$ cat src/rtl/cmd_mbox_pkg.sv
package cmd_mbox_pkg;
  localparam int unsigned WORD_W    = 16;
  localparam int unsigned BYTE_W    = 8;
  localparam int unsigned MAX_WORDS = 18;
  localparam int unsigned MAX_MSG   = 10;
  localparam int unsigned MSG_LEN_W = 4;
  localparam int unsigned IDX_W     = $clog2(MAX_WORDS + 1);
  localparam int unsigned MSG_BASE  = 4;

  typedef logic [WORD_W-1:0] word_t;
  typedef word_t [MAX_WORDS-1:0] cmd_words_t;

  localparam logic [1:0] KIND_TONE = 2'b00;
  localparam logic [1:0] KIND_MSG  = 2'b01;
  localparam logic [1:0] BURST_A   = 2'b01;
  localparam logic [1:0] BURST_B   = 2'b10;

  localparam word_t BURST_WORD_A    = 16'h0000;
  localparam word_t BURST_WORD_B    = 16'h0001;
  localparam word_t BURST_WORD_NONE = 16'hFFFF;

  typedef enum logic [1:0] {ST_IDLE, ST_WRITE, ST_GAP, ST_DONE} seq_state_e;
endpackage

$ cat src/rtl/mbox_cmd_build.sv
module mbox_cmd_build
  import cmd_mbox_pkg::*;
#(
  parameter logic [7:0] CMD_TYPE      = 8'h08,
  parameter logic [7:0] TONE_ON_CODE  = 8'h01,
  parameter logic [7:0] TONE_OFF_CODE = 8'h02,
  parameter logic [7:0] MSG_CODE      = 8'h03
) (
  input  logic [1:0]                   kind_i,
  input  logic                         tone_on_i,
  input  logic [MSG_LEN_W-1:0]         msg_len_i,
  input  logic [MAX_MSG*BYTE_W-1:0]    msg_bytes_i,
  input  logic [1:0]                   burst_i,
  input  logic [IDX_W-1:0]             raw_len_i,
  input  logic [MAX_WORDS*WORD_W-1:0]  raw_words_i,
  output cmd_words_t                   words_o,
  output logic [IDX_W-1:0]             len_o
);
  localparam int unsigned TONE_LEN = 2;

  cmd_words_t raw_w;
  word_t      msg_w [MAX_MSG];
  logic [MSG_LEN_W-1:0] msg_n;

  for (genvar g = 0; g < MAX_WORDS; g++) begin : g_raw
    assign raw_w[g] = raw_words_i[g*WORD_W +: WORD_W];
  end

  for (genvar g = 0; g < MAX_MSG; g++) begin : g_msg
    assign msg_w[g] = (MSG_LEN_W'(g) < msg_n) ? WORD_W'(msg_bytes_i[g*BYTE_W +: BYTE_W]) : '0;
  end

  assign msg_n = (msg_len_i > MSG_LEN_W'(MAX_MSG)) ? MSG_LEN_W'(MAX_MSG) : msg_len_i;

  always_comb begin
    words_o = '0;
    len_o   = '0;
    if (kind_i[1]) begin
      len_o = (raw_len_i > IDX_W'(MAX_WORDS)) ? IDX_W'(MAX_WORDS) : raw_len_i;
      for (int i = 0; i < MAX_WORDS; i++)
        if (IDX_W'(i) < len_o) words_o[i] = raw_w[i];
    end else if (kind_i == KIND_TONE) begin
      len_o      = IDX_W'(TONE_LEN);
      words_o[0] = {CMD_TYPE, tone_on_i ? TONE_ON_CODE : TONE_OFF_CODE};
    end else begin
      len_o      = IDX_W'(MAX_WORDS);
      words_o[0] = {CMD_TYPE, MSG_CODE};
      words_o[1] = WORD_W'(msg_n) + WORD_W'(2);
      words_o[2] = WORD_W'(msg_n);
      unique case (burst_i)
        BURST_A: words_o[3] = BURST_WORD_A;
        BURST_B: words_o[3] = BURST_WORD_B;
        default: words_o[3] = BURST_WORD_NONE;
      endcase
      for (int i = 0; i < MAX_MSG; i++) words_o[MSG_BASE + i] = msg_w[i];
    end
  end
endmodule

$ cat src/rtl/mbox_gap_timer.sv
module mbox_gap_timer #(
  parameter int unsigned GAP_CYCLES = 625_000
) (
  input  logic clk_i,
  input  logic rst_ni,
  input  logic start_i,
  output logic active_o,
  output logic expire_o
);
  localparam int unsigned CNT_W = (GAP_CYCLES > 1) ? $clog2(GAP_CYCLES) : 1;

  logic [CNT_W-1:0] cnt_q;
  logic             active_q;

  always_ff @(posedge clk_i or negedge rst_ni) begin
    if (!rst_ni) begin
      cnt_q    <= '0;
      active_q <= 1'b0;
    end else if (start_i) begin
      cnt_q    <= CNT_W'(GAP_CYCLES - 1);
      active_q <= 1'b1;
    end else if (active_q) begin
      if (cnt_q == '0) active_q <= 1'b0;
      else             cnt_q    <= cnt_q - 1'b1;
    end
  end

  assign active_o = active_q;
  assign expire_o = active_q && (cnt_q == '0);


  gap_restart_chk: assert property (@(posedge clk_i) disable iff (!rst_ni)
    start_i |-> !active_q);
endmodule

$ cat src/rtl/mbox_wr_seq.sv
module mbox_wr_seq
  import cmd_mbox_pkg::*;
#(
  parameter int unsigned       ADDR_W    = 16,
  parameter logic [ADDR_W-1:0] BASE_ADDR = '0
) (
  input  logic              clk_i,
  input  logic              rst_ni,
  input  logic              start_i,
  input  cmd_words_t        words_i,
  input  logic [IDX_W-1:0]  len_i,
  input  logic              wr_rdy_i,
  input  logic              gap_active_i,
  input  logic              gap_expire_i,
  output logic              gap_start_o,
  output logic [ADDR_W-1:0] wr_addr_o,
  output word_t             wr_data_o,
  output logic              wr_en_o,
  output logic              busy_o,
  output logic              done_o
);
  seq_state_e       state_q;
  cmd_words_t       words_q;
  logic [IDX_W-1:0] len_q, idx_q, idx_next;
  logic             fin_q;

  always_comb begin
    if (idx_q >= IDX_W'(2))
      idx_next = ((idx_q + IDX_W'(1)) < len_q) ? idx_q + IDX_W'(1) : IDX_W'(1);
    else
      idx_next = '0;
  end

  always_ff @(posedge clk_i or negedge rst_ni) begin
    if (!rst_ni) begin
      state_q <= ST_IDLE;
      words_q <= '0;
      len_q   <= '0;
      idx_q   <= '0;
      fin_q   <= 1'b0;
    end else begin
      unique case (state_q)
        ST_IDLE: if (start_i) begin
          words_q <= words_i;
          len_q   <= len_i;
          idx_q   <= (len_i > IDX_W'(2)) ? IDX_W'(2) : IDX_W'(1);
          fin_q   <= 1'b0;
          state_q <= ST_WRITE;
        end
        ST_WRITE: if (wr_rdy_i) begin
          // word 0 is the doorbell and ends the command
          if (idx_q == '0) fin_q <= 1'b1;
          else             idx_q <= idx_next;
          state_q <= ST_GAP;
        end
        ST_GAP: if (gap_expire_i) state_q <= fin_q ? ST_DONE : ST_WRITE;
        ST_DONE: begin
          fin_q   <= 1'b0;
          state_q <= ST_IDLE;
        end
        default: state_q <= ST_IDLE;
      endcase
    end
  end

  assign wr_en_o     = (state_q == ST_WRITE);
  assign gap_start_o = wr_en_o && wr_rdy_i;
  assign wr_addr_o   = BASE_ADDR + ADDR_W'({idx_q, 1'b0});
  assign wr_data_o   = (idx_q == IDX_W'(1) && len_q == '0) ? '0 : words_q[idx_q];
  assign busy_o      = (state_q != ST_IDLE);
  assign done_o      = (state_q == ST_DONE);


  hold_write_chk: assert property (@(posedge clk_i) disable iff (!rst_ni)
    (wr_en_o && !wr_rdy_i) |=> (wr_en_o && $stable(wr_addr_o) && $stable(wr_data_o)));

  gap_quiet_chk: assert property (@(posedge clk_i) disable iff (!rst_ni)
    gap_active_i |-> !wr_en_o);

  doorbell_gap_chk: assert property (@(posedge clk_i) disable iff (!rst_ni)
    (wr_en_o && wr_rdy_i && wr_addr_o == BASE_ADDR) |=> (gap_active_i && !done_o));

  done_pulse_chk: assert property (@(posedge clk_i) disable iff (!rst_ni)
    done_o |=> (!done_o && !busy_o));

  addr_range_chk: assert property (@(posedge clk_i) disable iff (!rst_ni)
    wr_en_o |-> (wr_addr_o < BASE_ADDR + ADDR_W'(2 * MAX_WORDS)));
endmodule

$ cat src/rtl/cmd_mbox_seq.sv
module cmd_mbox_seq
  import cmd_mbox_pkg::*;
#(
  parameter int unsigned       ADDR_W        = 16,
  parameter logic [ADDR_W-1:0] BASE_ADDR     = 16'h0400,
  parameter int unsigned       GAP_CYCLES    = 625_000,
  parameter logic [7:0]        CMD_TYPE      = 8'h08,
  parameter logic [7:0]        TONE_ON_CODE  = 8'h01,
  parameter logic [7:0]        TONE_OFF_CODE = 8'h02,
  parameter logic [7:0]        MSG_CODE      = 8'h03
) (
  input  logic                        clk_i,
  input  logic                        rst_ni,
  input  logic                        req_valid_i,
  input  logic [1:0]                  req_kind_i,
  input  logic                        tone_on_i,
  input  logic [MSG_LEN_W-1:0]        msg_len_i,
  input  logic [MAX_MSG*BYTE_W-1:0]   msg_bytes_i,
  input  logic [1:0]                  burst_i,
  input  logic [IDX_W-1:0]            raw_len_i,
  input  logic [MAX_WORDS*WORD_W-1:0] raw_words_i,
  output logic                        busy_o,
  output logic                        done_o,
  output logic [ADDR_W-1:0]           wr_addr_o,
  output logic [WORD_W-1:0]           wr_data_o,
  output logic                        wr_en_o,
  input  logic                        wr_rdy_i
);
  cmd_words_t       built_words;
  logic [IDX_W-1:0] built_len;
  logic             gap_start, gap_active, gap_expire, start;

  // requests while busy are dropped
  assign start = req_valid_i && !busy_o;

  mbox_cmd_build #(
    .CMD_TYPE(CMD_TYPE), .TONE_ON_CODE(TONE_ON_CODE),
    .TONE_OFF_CODE(TONE_OFF_CODE), .MSG_CODE(MSG_CODE)
  ) u_build (
    .kind_i(req_kind_i), .tone_on_i(tone_on_i), .msg_len_i(msg_len_i),
    .msg_bytes_i(msg_bytes_i), .burst_i(burst_i), .raw_len_i(raw_len_i),
    .raw_words_i(raw_words_i), .words_o(built_words), .len_o(built_len)
  );

  mbox_wr_seq #(.ADDR_W(ADDR_W), .BASE_ADDR(BASE_ADDR)) u_seq (
    .clk_i(clk_i), .rst_ni(rst_ni), .start_i(start), .words_i(built_words),
    .len_i(built_len), .wr_rdy_i(wr_rdy_i), .gap_active_i(gap_active),
    .gap_expire_i(gap_expire), .gap_start_o(gap_start), .wr_addr_o(wr_addr_o),
    .wr_data_o(wr_data_o), .wr_en_o(wr_en_o), .busy_o(busy_o), .done_o(done_o)
  );

  mbox_gap_timer #(.GAP_CYCLES(GAP_CYCLES)) u_gap (
    .clk_i(clk_i), .rst_ni(rst_ni), .start_i(gap_start),
    .active_o(gap_active), .expire_o(gap_expire)
  );


  busy_hold_chk: assert property (@(posedge clk_i) disable iff (!rst_ni)
    (busy_o && !done_o) |=> busy_o);
endmodule

$ cat config.mk
export PLATFORM = sky130hd
export DESIGN_NAME = cmd_mbox_seq
export DESIGN_NICKNAME = d
export VERILOG_FILES = /design/src/rtl/cmd_mbox_pkg.sv /design/src/rtl/mbox_cmd_build.sv /design/src/rtl/mbox_gap_timer.sv /design/src/rtl/mbox_wr_seq.sv /design/src/rtl/cmd_mbox_seq.sv
export SDC_FILE = /design/constraint.sdc
export NUM_CORES = 1
export LEC_CHECK = 0
export BUFFER_PORTS_ARGS = -buffer_cell sky130_fd_sc_hd__buf_2
export CAP_MARGIN = 10
export CORE_AREA = 2 2 175 177
export DETAILED_ROUTE_END_ITERATION = 12
export DIE_AREA = 0 0 177 179
export GPL_ROUTABILITY_DRIVEN = 0
export PLACE_DENSITY = 0.8
export SLEW_MARGIN = 10
export SYNTH_ARGS = -nofsm -noshare
export SYNTH_HDL_FRONTEND = slang
export SYNTH_SLANG_ARGS = --single-unit
$ cat constraint.sdc
create_clock -name clk_i -period 4.04 [get_ports clk_i]
set_input_delay 0.808 -clock clk_i [delete_from_list [all_inputs] [get_ports clk_i]]
set_output_delay 0.808 -clock clk_i [all_outputs]
set_load 0.005 [all_outputs]
Word-level counts from Yosys, hierarchy flattened

Cells that the tools add are included.

Eq/ne operators: 12
Reduce and logical (&&, ||, !) cells: 19
Order comparisons: 34
Add/subtract/negate cells: 4
Mux-type cells: 63

Operators with widths:

| cell                                                                        | count |
|---|---|
| 16-bit 2-to-1 mux                                                           | 20 |
| 224-bit 2-to-1 mux                                                          | 1 |
| 208-bit 2-to-1 mux                                                          | 1 |
| 8-bit 2-to-1 mux                                                            | 11 |
| 16-bit binary-select mux with 5-bit select                                  | 1 |
| 64-bit 2-to-1 mux                                                           | 1 |
| 20-bit 2-to-1 mux                                                           | 3 |
| 4-bit by 5-bit less-than comparator with 1-bit output, first input constant | 8 |
| 5-bit 2-to-1 mux                                                            | 8 |
| 16-bit case mux with 2 select lines                                         | 1 |
| 20-bit logical NOT                                                          | 1 |
| 3-bit by 5-bit less-than comparator with 1-bit output, first input constant | 4 |
| 20-bit by 1-bit subtractor with 20-bit output, second input constant        | 1 |
| 3-bit by 4-bit less-than comparator with 1-bit output, first input constant | 4 |
| 11-bit by 6-bit adder with 12-bit output, first input constant              | 1 |
| 2-bit 2-to-1 mux                                                            | 6 |
| 2-bit inequality test, second input constant                                | 6 |
| 5-bit logical NOT                                                           | 2 |
| 1-bit by 5-bit less-than comparator with 1-bit output, first input constant | 2 |
| 2-bit by 5-bit less-than comparator with 1-bit output, first input constant | 2 |
| 5-bit less-than comparator, first input constant                            | 2 |
| 5-bit case mux with 2 select lines                                          | 1 |
| 1-bit by 4-bit less-than comparator with 1-bit output, first input constant | 2 |
| 2-bit by 4-bit less-than comparator with 1-bit output, first input constant | 2 |
| 24 further kinds                                                            | 41 |

Logic and storage cells: 156
Flip-flop bits (word level): 322
Output and inout port bits: 35
Input port bits: 386

Longest topological paths before layout

Depth in word-level cells: 7
Gate-level depth with buffers: 11
Gate-level depth less buffers: 10

Hierarchy

A second synthesis with hierarchy kept.

Cells, all modules: 1482
Area total of the unflattened synthesis: 18067.3 um2

Modules (own cells, without submodules):

| module         | times used | area each (um2) | cells an instance | seq. area each (um2) |
|---|---|---|---|---|
| mbox_wr_seq    | 1          | 14067.2         | 952               | 7532.2 |
| mbox_cmd_build | 1          | 2735.1          | 401               | 0.0 |
| mbox_gap_timer | 1          | 1251.2          | 128               | 525.5 |
| cmd_mbox_seq   | 1          | 13.8            | 1                 | 0.0 |

Least setup slack after synthesis

OpenSTA, ideal clock, no wires.

Path type: register to output
Start: register u_seq.idx_q[1]
End: output wr_data_o[10]
Arrival time: 2.403 ns
Path slack: 0.829 ns
Cell stages (with the launch flop): 11
Buffers on the path: 4
Data required time: 3.232 ns
Cell sequence: dfrtp_1 clkbuf_1 buf_1 clkbuf_1 inv_1 ha_1 nor4b_1 a21boi_1 clkbuf_1 nand2_1 o221ai_1

Longest elaborated chain between the ends: 3
Elaborated cells on any way between the ends: 5
Those cells by class: eq/ne: 1; mux: 3; reduce/logical: 1

RTL lines:

| what                                                                                                   | line               | text |
|---|---|---|
| from (decl)                                                                                            | mbox_wr_seq.sv:24  | `logic [IDX_W-1:0] len_q, idx_q, idx_next;` |
| from (signal assigned)                                                                                 | mbox_wr_seq.sv:46  | `idx_q <= (len_i > IDX_W'(2)) ? IDX_W'(2) : IDX_W'(1);` |
| from (signal assigned)                                                                                 | mbox_wr_seq.sv:53  | `else idx_q <= idx_next;` |
| 16-bit binary-select mux with 5-bit select or 5-bit by 1-bit == test with 1-bit output (tied branches) | mbox_wr_seq.sv:69  | `assign wr_data_o = (idx_q == IDX_W'(1) && len_q == '0) ? '0 : words_q[idx_q];` |
| 16-bit 2-to-1 mux (implied by the code) or 1-bit logical AND (tied branches)                           | mbox_wr_seq.sv:69  |  |
| 16-bit 2-to-1 mux (*)                                                                                  | mbox_wr_seq.sv:69  |  |
| to (decl)                                                                                              | cmd_mbox_seq.sv:25 | `output logic [WORD_W-1:0] wr_data_o,` |

Mark *: on every way between the ends. The rest lies on a longest branch, timed or not. The select of a mux whose other input is x is not followed.

Worst setup path after layout

Start: register u_seq.idx_q[0]
End: output wr_data_o[9]

Same word-level chain as after synthesis.

==> reports/results.tsv <==
metric	value	unit
synth cell count leaders	322 x dfrtp_1, 212 x nor2_1, 184 x a22o_1	
Slew Limit Fails	0	
cell area after synthesis	0.0156	mm^2
final hold violation count	0	
# rows	64	
post-synthesis sequential area ratio	0.517	
Synth cell types	62	
FFs w/ async S/R, synth	1.00	
reg2reg end	u_seq.idx_q[2]	
clock slew at reported path FFs	0.06	ns
Multi-input gate area	0.00701	mm^2
Detail Placement HPWL	38500	um
Layout Nets	2113	
Setup crit start	u_seq.idx_q[0]	
Final ANT Viol Nets	0	
vias in the first global route	13656	
number of detailed-route iterations in the first pass	5	
first-pass GRT wire length	78100	um
Max Root-Sink Buffers	3	
critical path depth in cells	6	
# setup viols final	0	
setup TNS	0	ns
Die X	177	um
Worst-Margin Slew	1.20	ns
routed via count	13466	
R2R Setup Slk	0.95	ns
min Tclk post-route	3.76	ns
Post-CTS Setup Inserts	0	
P_leak	9.46	nW
area leader, netlist	dfrtp_1	
Final Util	0.639	
peak supply drop	0.297	mV
worst-path maximum fanout	29	
status	complete, no violations	
Worst setup SP type	register	
H-tree depth	2	
cell family with most CP delay	flip-flops	
Root Buffer	clkbuf_16	
Final WS setup	0.285	ns
initial DRC count	1298	
Worst Hold Class	in -> async	
top-area cell type share of the netlist area	0.517	
Crit. End Element	output port	
initial antenna violation count	7	
Resize count post-CTS	0	
Cells after Synth	1349	
die area	0.0317	mm^2
CTS Sinks	322	
pre-CTS WS	0.779	ns
CP cell instances	buf_12 -> mux4_2 -> mux2_2 -> nand2_1 -> o221ai_1 -> buf_2	
Worst path slowest cell	dfrtp_4	
Placed Area	0.0179	mm^2
clock skew	0.0161	ns
share of cells above drive strength 1	0.339	
Pwr Density	364	mW/mm^2
vias per cell	6.30	
Routed Wire Length	52000	um
# DRC	0	
predominant post-synthesis flop cell	dfrtp_1	
Arr. time, crit path	2.95	ns
Yosys warnings	0	
Max Clk Rate	0.266	GHz
Final period util	0.929	
CP Class	reg -> out	
largest net degree at the start of global routing	234	
gr usage total	0.329	
register area	0.00807	mm^2
reg2reg start	u_seq.idx_q[0]	
Die Y	179	um
I/O Buffers	409	
CTS tree	built	
total congestion overflow	0	
worst skew pair latency	0.52	ns
Tot Pwr	0.00699	W
total CTS buffers	34	
post-route cell area	0.0192	mm^2
FILL cells	2371	
Core Box Area	0.0300	mm^2
Post-synth EDFFs	0	
hold-fix buffer count after cts	0	
area grow syn2layout	23.0	%
max cap viols	0	
Initial Util	0.519	
RSZ-0062 raised after global routing	no	
CP Buf/Inv Count	2	
WL/cell	24.3	um
io pins	421	
Critical Path RT	3.23	ns
slew margin rel.	0.196	
CP peak stage delay	0.84	ns
Synth Area per Inst	11.6	um^2
synthesized flop and latch total	322	
FF-to-FF path depth	10	
Area contributors post-synth	dfrtp_1 52%, a22o_1 10%, mux4_2 9.2%, nor2_1 5.1%, a221oi_1 4.3%	
top-count cell post-synth	dfrtp_1	
## worst reg2reg max path: stages (launching register included)
cell and delay [ns]:
dfrtp_4 0.84, buf_12 0.31, nand3_1 0.12, or2_2 0.33
nand2_1 0.09, ha_1 0.24, a211oi_1 0.40, or2_2 0.18
o211ai_1 0.14, a211oi_1 0.25, a21o_1 0.12
## area by class of cell
| class | count | area share |
|---|---|---|
| multi-input cells | 896 | 0.365 |
| flip-flops and latches | 322 | 0.421 |
| repair buffers | 430 | 0.118 |
| inverters | 27 | 0.00529 |
| well taps | 396 | 0.0258 |
| diodes | 6 | 0.000783 |
| clock inverters | 18 | 0.0112 |
| clock buffers | 44 | 0.0528 |
## state kept, by name (all words and copies together) (netlist names)
signal and cells:
u_seq.idx_q 5, u_seq.len_q 5, u_seq.state_q 2, u_gap.cnt_q 20, u_gap.active_o 1, u_seq.words_q 288, u_seq.fin_q 1
## layer usage
| metal | vias up | global-route usage | share of wire |
|---|---|---|---|
| li1 | 5837 | - | - |
| met1 | 6694 | 0.424 | 0.38 |
| met2 | 760 | 0.535 | 0.49 |
| met3 | 171 | 0.0547 | 0.072 |
| met4 | 4 | 0.176 | 0.058 |
| met5 | - | 0 | 0.00052 |
## cell families after synthesis
family,count (synthesis),synth area share
AOI/OAI and AO/OA,385,0.200
buffers and inverters,140,0.0367
and+or+nand+nor,359,0.102
muxes,112,0.125
adders and majority gates,16,0.0128
DFF,322,0.517
xor gates and xnor gates,13,0.00730
other,2,0.000482
## how the worst max path moves through the flow
stage | end | slack, ns
after floorplan | wr_data_o[10] | 0.83
after global placement | wr_data_o[15] | 0.84
after detailed placement | wr_data_o[13] | 0.78
after CTS | wr_data_o[13] | 0.23
after global routing | wr_data_o[13] | 0.1
final | wr_data_o[9] | 0.28
## placed cells by master, fill, tap and decap left out, drive strengths merged, types with 15 or more instances in the layout
| master | instances |
|---|---|
| ha | 16 |
| buf | 430 |
| nor2 | 213 |
| mux2 | 16 |
| mux2i | 32 |
| clkbuf | 44 |
| o21ai | 18 |
| dfrtp | 322 |
| a22o | 184 |
| nor3 | 15 |
| a21oi | 40 |
| o221ai | 16 |
| nand2 | 64 |
| mux4 | 64 |
| a221oi | 77 |
| inv | 28 |
## power by group
group / internal [W] / switching [W] / total (W)
clock network: 0.00204 / 0.00134 / 0.00338
logic: 0.000155 / 0.000229 / 0.000384
registers: 0.00322 / 0 / 0.00322
## stage by stage
stage | std cells | hold WS [ns]
floorplan | 1358 | 0.444
global placement | 2071 | 0.464
global route | 2137 | 0.429
detailed placement | 2071 | 0.468
CTS | 2133 | 0.419
finish | 2139 | 0.366
No activity file was read; power rests on OpenSTA's default activity.
